--- src/rtl/fst_pkg.sv ---
package fst_pkg;

    localparam int BYTE_W  = 8;
    localparam int FRAME_W = 12;
    localparam int CNT_W   = $clog2(FRAME_W + 1);

    typedef enum logic [1:0] {
        FMT_ODD   = 2'b00,
        FMT_EVEN  = 2'b01,
        FMT_NOPAR = 2'b10,
        FMT_SYNC  = 2'b11
    } fmt_e;

    typedef struct packed {
        logic [FRAME_W-1:0] bits;
        logic [CNT_W-1:0]   len;
    } frame_t;

    // Start-stop character, LSB of bits leaves first.
    function automatic frame_t ss_frame(input logic [BYTE_W-1:0] d,
                                        input fmt_e f,
                                        input logic [2:0] sel,
                                        input logic shorten);
        frame_t r;
        int n;
        int p;
        int s;
        logic par;
        n = 5 + int'(sel[2:1]);
        p = (f == FMT_NOPAR) ? 0 : 1;
        s = sel[0] ? 2 : 1;
        if (shorten && s == 2) s = 1;
        r.bits    = '1;
        r.bits[0] = 1'b0;
        par = (f == FMT_ODD);
        for (int i = 0; i < BYTE_W; i++) begin
            if (i < n) begin
                r.bits[i+1] = d[i];
                par = par ^ d[i];
            end
        end
        if (p == 1) r.bits[n+1] = par;
        r.len = CNT_W'(1 + n + p + s);
        return r;
    endfunction

    function automatic logic [BYTE_W-1:0] sync_pattern(input logic [2:0] sel);
        case (sel)
            3'b011:  return '1;
            3'b010:  return '0;
            default: return 8'h55;
        endcase
    endfunction

endpackage

--- src/rtl/fst_hold.sv ---
module fst_hold
    import fst_pkg::*;
(
    input  logic              clk,
    input  logic              rst,
    input  logic              wr_en,
    input  logic              wr_short,
    input  logic [BYTE_W-1:0] wr_data,
    input  logic              take,
    output logic [BYTE_W-1:0] hold_data,
    output logic              hold_short,
    output logic              hold_full
);

    always_ff @(posedge clk) begin
        if (rst) begin
            hold_data  <= '0;
            hold_short <= 1'b0;
            hold_full  <= 1'b0;
        end else if (wr_en) begin
            hold_data  <= wr_data;
            hold_short <= wr_short;
            hold_full  <= 1'b1;
        end else if (take) begin
            hold_full  <= 1'b0;
        end
    end

endmodule

--- src/rtl/fst_shift.sv ---
module fst_shift
    import fst_pkg::*;
(
    input  logic              clk,
    input  logic              rst,
    input  logic              bit_tick,
    input  fmt_e              fmt,
    input  logic [2:0]        sel,
    input  logic              hold_full,
    input  logic [BYTE_W-1:0] hold_data,
    input  logic              hold_short,
    output logic              take,
    output logic              udf_evt,
    output logic              ser_out,
    output logic              ser_valid
);

    logic [FRAME_W-1:0] sh_q;
    logic [CNT_W-1:0]   cnt_q;
    logic [BYTE_W-1:0]  last_q;
    logic               boundary;
    logic               pat_mode;
    logic               need_data;
    frame_t             nf;

    assign boundary  = (cnt_q == '0);
    assign pat_mode  = (fmt == FMT_SYNC) && !sel[2];
    assign need_data = !pat_mode;
    assign take      = bit_tick && boundary && need_data && hold_full;
    assign udf_evt   = bit_tick && boundary && need_data && !hold_full;

    always_comb begin
        nf.bits = '1;
        nf.len  = CNT_W'(BYTE_W);
        if (pat_mode) begin
            nf.bits[BYTE_W-1:0] = sync_pattern(sel);
        end else if (fmt == FMT_SYNC) begin
            nf.bits[BYTE_W-1:0] = hold_full ? hold_data : last_q;
        end else if (hold_full) begin
            nf = ss_frame(hold_data, fmt, sel, hold_short);
        end else begin
            nf.len = CNT_W'(1);
        end
    end

    always_ff @(posedge clk) begin
        if (rst) begin
            sh_q      <= '1;
            cnt_q     <= '0;
            last_q    <= '0;
            ser_out   <= 1'b1;
            ser_valid <= 1'b0;
        end else begin
            ser_valid <= bit_tick;
            if (take) last_q <= hold_data;
            if (bit_tick) begin
                if (boundary) begin
                    ser_out <= nf.bits[0];
                    sh_q    <= nf.bits >> 1;
                    cnt_q   <= nf.len - 1'b1;
                end else begin
                    ser_out <= sh_q[0];
                    sh_q    <= sh_q >> 1;
                    cnt_q   <= cnt_q - 1'b1;
                end
            end
        end
    end

endmodule

--- src/rtl/frame_serializer.sv ---
module frame_serializer
    import fst_pkg::*;
(
    input  logic       clk,
    input  logic       rst,
    input  logic [1:0] cfg_fmt,
    input  logic [2:0] cfg_sel,
    input  logic       bit_tick,
    input  logic       wr_en,
    input  logic       wr_short,
    input  logic [7:0] wr_data,
    output logic       ser_out,
    output logic       ser_valid,
    output logic       tx_ready,
    output logic       tx_underflow
);

    logic              take;
    logic              udf_evt;
    logic [BYTE_W-1:0] hold_data;
    logic              hold_short;
    logic              hold_full;
    logic              udf_q;

    fst_hold u_hold (
        .clk        (clk),
        .rst        (rst),
        .wr_en      (wr_en),
        .wr_short   (wr_short),
        .wr_data    (wr_data),
        .take       (take),
        .hold_data  (hold_data),
        .hold_short (hold_short),
        .hold_full  (hold_full)
    );

    fst_shift u_shift (
        .clk        (clk),
        .rst        (rst),
        .bit_tick   (bit_tick),
        .fmt        (fmt_e'(cfg_fmt)),
        .sel        (cfg_sel),
        .hold_full  (hold_full),
        .hold_data  (hold_data),
        .hold_short (hold_short),
        .take       (take),
        .udf_evt    (udf_evt),
        .ser_out    (ser_out),
        .ser_valid  (ser_valid)
    );

    always_ff @(posedge clk) begin
        if (rst)          udf_q <= 1'b0;
        else if (udf_evt) udf_q <= 1'b1;
        else if (wr_en)   udf_q <= 1'b0;
    end

    assign tx_ready     = !hold_full;
    assign tx_underflow = udf_q;

endmodule

--- config.mk ---
export PLATFORM = sky130hd
export DESIGN_NAME = frame_serializer
export DESIGN_NICKNAME = d
export VERILOG_FILES = /design/src/rtl/fst_pkg.sv /design/src/rtl/fst_hold.sv /design/src/rtl/fst_shift.sv /design/src/rtl/frame_serializer.sv
export SDC_FILE = /design/constraint.sdc
export NUM_CORES = 1
export LEC_CHECK = 0
export CORE_AREA = 2 2 69 71
export DETAILED_ROUTE_END_ITERATION = 10
export DIE_AREA = 0 0 71 73
export HOLD_SLACK_MARGIN = 0.05
export PLACE_DENSITY = 0.82
export SYNTH_ARGS = -nofsm -noshare
export SYNTH_HDL_FRONTEND = slang
export SYNTH_SLANG_ARGS = --single-unit
--- constraint.sdc ---
create_clock -name clk -period 2.7 [get_ports clk]
set_input_delay 0.54 -clock clk [delete_from_list [all_inputs] [get_ports clk]]
set_output_delay 0.54 -clock clk [all_outputs]
set_load 0.005 [all_outputs]
# ---- Word-level counts from Yosys, hierarchy flattened
# Cells that the tools add are included.
dict set report op_classes {
  add_sub_neg 6
  order_cmp 10
  n_eq_ne 6
  n_mux 91
  bitwise_logic 8
  n_reduce_logical 14
}
# operator n
set ops {}
lappend ops {{$lt A4 B32 Y1 const A} 4}
lappend ops {{$mux W1} 71}
lappend ops {{$lt A3 B32 Y1 const A} 2}
lappend ops {{$mux W4} 9}
lappend ops {{$eq A32 B2 Y1 const B} 1}
lappend ops {{$eq A32 B3 Y1 const B} 1}
lappend ops {{$ge A32 B1 Y1 const B} 1}
lappend ops {{$lt A1 B32 Y1 const A} 1}
lappend ops {{$lt A2 B32 Y1 const A} 1}
lappend ops {{$lt A32 B6 Y1 const B} 1}
lappend ops {{$mux W12} 2}
lappend ops {{$mux W8} 3}
lappend ops {{$pmux W8 S2} 1}
lappend ops {{$bwmux W12} 1}
lappend ops {{$mux W11} 1}
lappend ops {{$add A4 B4 Y4} 2}
lappend ops {{$sub A4 B1 Y4 const B} 2}
lappend ops {{$xor A1 B1 Y1} 8}
lappend ops {{$logic_and A1 B1 Y1} 7}
lappend ops {{$eq A3 B2 Y1 const B} 2}
lappend ops {{$add A4 B1 Y5 const B} 1}
lappend ops {{$add A3 B2 Y4 const A} 1}
lappend ops {{$demux W1 S4} 1}
lappend ops {{$eq A2 B2 Y1 const B} 2}
lappend ops {{5 further kinds} 9}
dict set report word_totals {
  reg_bits 37
  input_bits 18
}

# ---- Logic depth before layout (Yosys ltp)
dict set report logic_depth {
  depth_word 47
  depth_mapped 11
}

# ---- Cells and area by module
# Synthesis repeated with hierarchy kept, for this count alone.
dict set report hier_totals {
  hier_cells 274
  area_unflattened_um2 2189.6
}
# module n_inst cells_per_inst area_each_um2
set modules_own_cells {}
lappend modules_own_cells {fst_shift 1 236 1791.7}
lappend modules_own_cells {fst_hold 1 33 355.3}
lappend modules_own_cells {frame_serializer 1 5 42.5}

# ---- Worst setup path before layout
# No wires, ideal clock.
dict set report synth_path {
  path_type {input to register}
  startpoint {in cfg_sel[1]}
  endpoint {reg u_shift.sh_q[1]}
  t_arrival_ps 2726
  t_required_ps 2578
  path_slack_ps -148
  stages 10
  path_buffers 0
  cell_sequence {inv_1 > ha_1 > inv_1 > ha_1 > nor2b_1 > xnor3_1 > xnor3_2 > nor2b_2 > a221o_1 > a221o_1}
}
dict set report synth_via {
  elab_chain_len 47
  elab_cells_between_ends 67
}
# element line_no
set synth_lines {}
lappend synth_lines {{from (decl)} frame_serializer.sv:7} ;# input logic [2:0] cfg_sel,
lappend synth_lines {{$add A3 B2 Y4} fst_pkg.sv:29} ;# n = 5 + int'(sel[2:1]);
lappend synth_lines {{$lt A1 B32 Y1} fst_pkg.sv:37} ;# if (i < n) begin
lappend synth_lines {{$mux W1} fst_pkg.sv:37}
lappend synth_lines {{$mux W1} fst_shift.sv:39} ;# end else if (hold_full) begin
lappend synth_lines {{$mux W1} fst_shift.sv:37} ;# end else if (fmt == FMT_SYNC) begin
lappend synth_lines {{$mux W1} fst_shift.sv:35} ;# if (pat_mode) begin
lappend synth_lines {{$xor A1 B1 Y1} fst_pkg.sv:39} ;# par = par ^ d[i];
lappend synth_lines {{$mux W1} fst_pkg.sv:37}
lappend synth_lines {{[... 31 more ...]} --}
lappend synth_lines {{$mux W1} fst_shift.sv:37}
lappend synth_lines {{$mux W1} fst_shift.sv:35}
lappend synth_lines {{$bwmux W12} fst_pkg.sv:42} ;# if (p == 1) r.bits[n+1] = par;
lappend synth_lines {{$mux W12} fst_pkg.sv:42}
lappend synth_lines {{$mux W12} fst_shift.sv:39}
lappend synth_lines {{$mux W8} fst_shift.sv:37}
lappend synth_lines {{$mux W8 *} fst_shift.sv:35}
lappend synth_lines {{$mux W11 *} fst_shift.sv:57} ;# if (boundary) begin
lappend synth_lines {{to (signal assigned)} fst_shift.sv:59} ;# sh_q <= nf.bits >> 1;
lappend synth_lines {{to (signal assigned)} fst_shift.sv:63} ;# sh_q <= sh_q >> 1;
lappend synth_lines {{to (decl)} fst_shift.sv:18} ;# logic [FRAME_W-1:0] sh_q;
# Every way passes the cells marked *; elsewhere a longest branch is shown, timed or not. The select of a mux whose other input is x is not followed.
# A chain may end at the register's enable or synchronous reset.

# ---- Worst setup path in the final report
dict set report layout_path {
  startpoint {in cfg_fmt[0]}
  endpoint {reg u_shift.cnt_q[2]}
}
dict set report layout_via {
  elab_chain_len 9
  elab_cells_between_ends 11
}
# element line_no
set layout_lines {}
lappend layout_lines {{from (decl)} frame_serializer.sv:6} ;# input logic [1:0] cfg_fmt,
lappend layout_lines {{$eq A2 B2 Y1} fst_pkg.sv:30} ;# p = (f == FMT_NOPAR) ? 0 : 1;
lappend layout_lines {{$mux W1} fst_pkg.sv:30}
lappend layout_lines {{$add A4 B4 Y4 (2 in a row)} fst_pkg.sv:43} ;# r.len = CNT_W'(1 + n + p + s);
lappend layout_lines {{$mux W4} fst_shift.sv:39}
lappend layout_lines {{$mux W4} fst_shift.sv:37}
lappend layout_lines {{$mux W4 *} fst_shift.sv:35}
lappend layout_lines {{$sub A4 B1 Y4 *} fst_shift.sv:60} ;# cnt_q <= nf.len - 1'b1;
lappend layout_lines {{$mux W4 *} fst_shift.sv:57}
lappend layout_lines {{to (signal assigned)} fst_shift.sv:60}
lappend layout_lines {{to (signal assigned)} fst_shift.sv:64} ;# cnt_q <= cnt_q - 1'b1;
lappend layout_lines {{to (decl)} fst_shift.sv:19} ;# logic [CNT_W-1:0] cnt_q;
# Every way passes the cells marked *; elsewhere a longest branch is shown, timed or not.

==> results.txt <==
The flow ran to the end, and the final reports show no timing, DRC or antenna violations. Together, buffers and inverters on the worst path number 2. The count of mapped cells out of synthesis was 260.

After detailed routing, the number of remaining DRC violations is 0. At the pin with the least slew margin, the transition time is 680 ps. Setup violations remaining at the end of the flow were counted as 0. Measured along the x axis, the die boundary spans 71 µm.

The number of H-tree branching levels is 2, and the layout overhead on the synthesized area is 28.8%. The overall power after layout is 1.85 mW, and the clock skew after layout is 12.4 ps. For the leakage power of the design, the log shows 1.25 nW.

The total die area is 5180 µm². For this run, the post-layout net count is 340. The kind of critical path was in2reg. The number of vias per cell after detailed routing is 5.80, and the share of synthesized area occupied by flip-flops and latches is 33.6%. The synthesized design contains 0 enable-type register cells.

The post-synth net total was 292; the worst slew margin relative to its limit was 54.3%. The average instance in the mapped netlist occupies 8.48 µm². The tools report the final worst setup slack as 69.7 ps. The layout filler cell count is 371, and the number of max-slew violations in the final report is 0. The synthesized design contains 37 register bits. The power density relative to cell area works out to 653 nW/µm².

The number of antenna diodes in the final layout is 0. The logs give 4540 µm² for the area of the placeable core and 38 for the maximum number of pins on one net before global-route repair. The count of standard-cell rows was 25; the first-pass GRT wire length was 9.48 mm. Max-cap violations in this run came to 0. The largest incremental delay on the critical path is 480 ps. After detailed placement, the total cell area comes to 2700 µm². The signal on the critical path passes through clkdlybuf4s50_1, nand2b_1, inv_1, fa_2, fa_1, o21ba_2, ha_1, xnor2_1, mux2i_1, nor2_1.

The tools report the net load switching power as 0.640 mW. Based on the critical path, the design can be clocked at up to 380 MHz. Summing all non-filler instances in the final layout gives an area of 2840 µm². The data arrival at the endpoint of the critical path is 2810 ps, and the wire length reported by the detailed router is 5.80 mm. Worst slack at placement: -584 ps.

Clock input transition at the sequential cells of the worst setup and hold paths: 80 ps. The worst voltage drop across the vdd grid was 0.000393 V. For the required time of the critical path, the log shows 2880 ps. Main flop type after synthesis: dfxtp_1. The run gives 2054 as the via count of the first global-routing pass. Counting distinct cell types in the post-synthesis netlist gives 42. For this design the top-level I/O count stands at 22. The global placement routability congestion is 0.869. The detail route stage leaves a number of antenna-violating nets equal to 0. Input and output buffers added on the ports amount to 21.

The launching element type of the critical path is a primary input. Clock share of power: 26.6%. The tightest min-delay check is of the reg2reg type. At the later pin of the worst-skew pair, clock insertion delay measures 300 ps. The tools report the number of antenna violations at the first check in global routing as 0. TritonCTS built the clock tree. Of all nets on the critical path, the largest fanout is 2. Family with the most delay on the worst path: adder cells. The wire-length estimate of the detail-placed layout is 4.16 mm.

The worst path in the final design needs a cycle of 2630 ps, including I/O delays and setup. Measured along the y axis, the die boundary spans 73 µm. The tools report the number of detailed-route iterations in the first pass as 4. Clock tree synthesis found a total of 37 sinks.

On the critical path, the stage with the largest delay is an instance of clkdlybuf4s50_1. For this block, the via count after detailed routing is 2105. The worst setup path is captured at a flip-flop. Net switching is 34.5% of the power. The flip-flop and latch area came out at 741 µm². Once the floorplan was initialized, standard cells occupied 48.6% of the core.

In the final routed layout, each cell accounts on average for 16.0 µm. After clock tree synthesis, the flow added hold-fix buffers numbering 0. The share of total power dissipated in sequential elements is 35.6%.

The buffer levels on the longest clock path was 2. Overall track demand over capacity in global routing: 23.3%. The tools report the count of endpoints failing hold in the final timing report as 0. The run gives 0 as the count of yosys warnings during synthesis.

The final setup TNS was 0 ps; the detailed router's first-iteration violation count was 137. The synthesized area is 2210 µm². Share of synthesized registers carrying an async set or reset: 0%. In the finished design, the share of the clock period the worst path needs comes to 97.4%. The area used by multi-input combinational logic was 1390 µm².

The number of clock buffers added by TritonCTS is 5. Of the total power, combinational logic draws 37.7%. Internal portion of total power: 1.21 mW. In the final layout, the share of cells above drive strength 1 is 20.7%. The root cell of the clock tree is clkbuf_8.

Global-route congestion overflow total: 0.
[logic make-up after synthesis]
kind of cell / Yosys count / synth area share, %
buffers and inverters: 29 / 4.94
XOR/XNOR: 10 / 5.28
flip-flops: 37 / 33.6
AND/OR/NAND/NOR: 78 / 15.5
adder cells (fa/ha/maj): 14 / 8.62
multiplexers: 27 / 12.6
AO/OA/AOI/OAI: 65 / 19.5
[power by group through the flow]
stage | registers [mW] | clock network, mW | logic, mW
2_1_floorplan | 0.649 | 0 | 0.430
3_3_place_gp | 0.666 | 0 | 0.642
3_5_place_dp | 0.669 | 0 | 0.659
4_1_cts | 0.657 | 0.495 | 0.676
5_1_grt | 0.666 | 0.515 | 0.757
6_report | 0.661 | 0.494 | 0.699
[state kept, by name, indices dropped and copies added (netlist names)]
register and flops:
u_shift.cnt_q 4, u_hold.hold_full 1, u_shift.ser_valid 1, u_shift.ser_out 1
u_shift.sh_q 12, u_hold.hold_data 8, tx_underflow 1, u_shift.last_q 8
u_hold.hold_short 1
[stage by stage]
stage	instances	utilization, %	hold WS [ps]
2_1_floorplan	260	-	431
3_3_place_gp	354	59.4	441
3_5_place_dp	354	59.4	448
4_1_cts	363	62.2	466
5_1_grt	363	62.6	484
6_report	363	62.6	460
[cell usage after synthesis (all sizes together), types with 4 or more instances]
cell	instances	area [µm²]
a211oi	5	37.5
a21oi	25	125
a31oi	6	37.5
clkbuf	13	48.8
dfxtp	37	741
ha	12	150
inv	13	48.8
mux2	6	67.6
mux2i	21	210
nand2	13	48.8
nor2	45	169
nor2b	4	27.5
nor3	4	20.0
o21ai	7	35.0
o41ai	4	35.0
xnor2	7	61.3
[final timing paths]
path / from / to / slack (ps) / cells after the start
worst max register to register: u_hold.hold_short / u_shift.cnt_q[2] / 460 / 9
worst max-delay path: cfg_fmt[0] / u_shift.cnt_q[2] / 70 / 10
worst min-delay path: u_shift.sh_q[11] / u_shift.sh_q[11] / 460 / 1
worst min register to register: u_shift.sh_q[11] / u_shift.sh_q[11] / 460 / 1
[area by class of cell]
cell class                      instances  area share (%)
Clock inverter                          3            1.63
Clock buffer                            5            2.42
Inverter                               13            1.72
Tap cell                               54            2.38
Sequential cell                        37            26.1
Multi-Input combinational cell        194            49.0
Timing Repair Buffer                   57            16.8
[timing repair]
| action | 4_1_cts | 5_1_grt |
|---|---|---|
| setup buffers | 1 | 0 |
| endpoints found under the setup margin | 14 | 12 |
| gates resized for setup | 6 | 6 |
| hold endpoints to repair | 0 | 0 |
| pin swaps | 1 | 5 |
[routing by layer]
metal / track usage [%] / vias to the layer above / part of all wire, % / wire [µm]
li1: - / 1023 / - / -
met2: 42.2 / 70 / 50 / 2870
met4: 9.22 / 0 / 2.2 / 126
met5: 0 / - / 0 / 0
met3: 4.70 / 15 / 5.1 / 294
met1: 26.9 / 997 / 43 / 2500
[cell usage in the layout (no fill, tap or decap), drive strengths merged, types with 6 or more instances in the layout]
master / instances
dfxtp: 37
nor2: 45
clkbuf: 6
nand2: 13
buf: 36
xnor2: 7
ha: 12
inv: 13
mux2: 6
clkdlybuf4s50: 19
a31oi: 6
mux2i: 21
a21oi: 25
o21ai: 7
No activity file was read; power rests on OpenSTA's default activity.
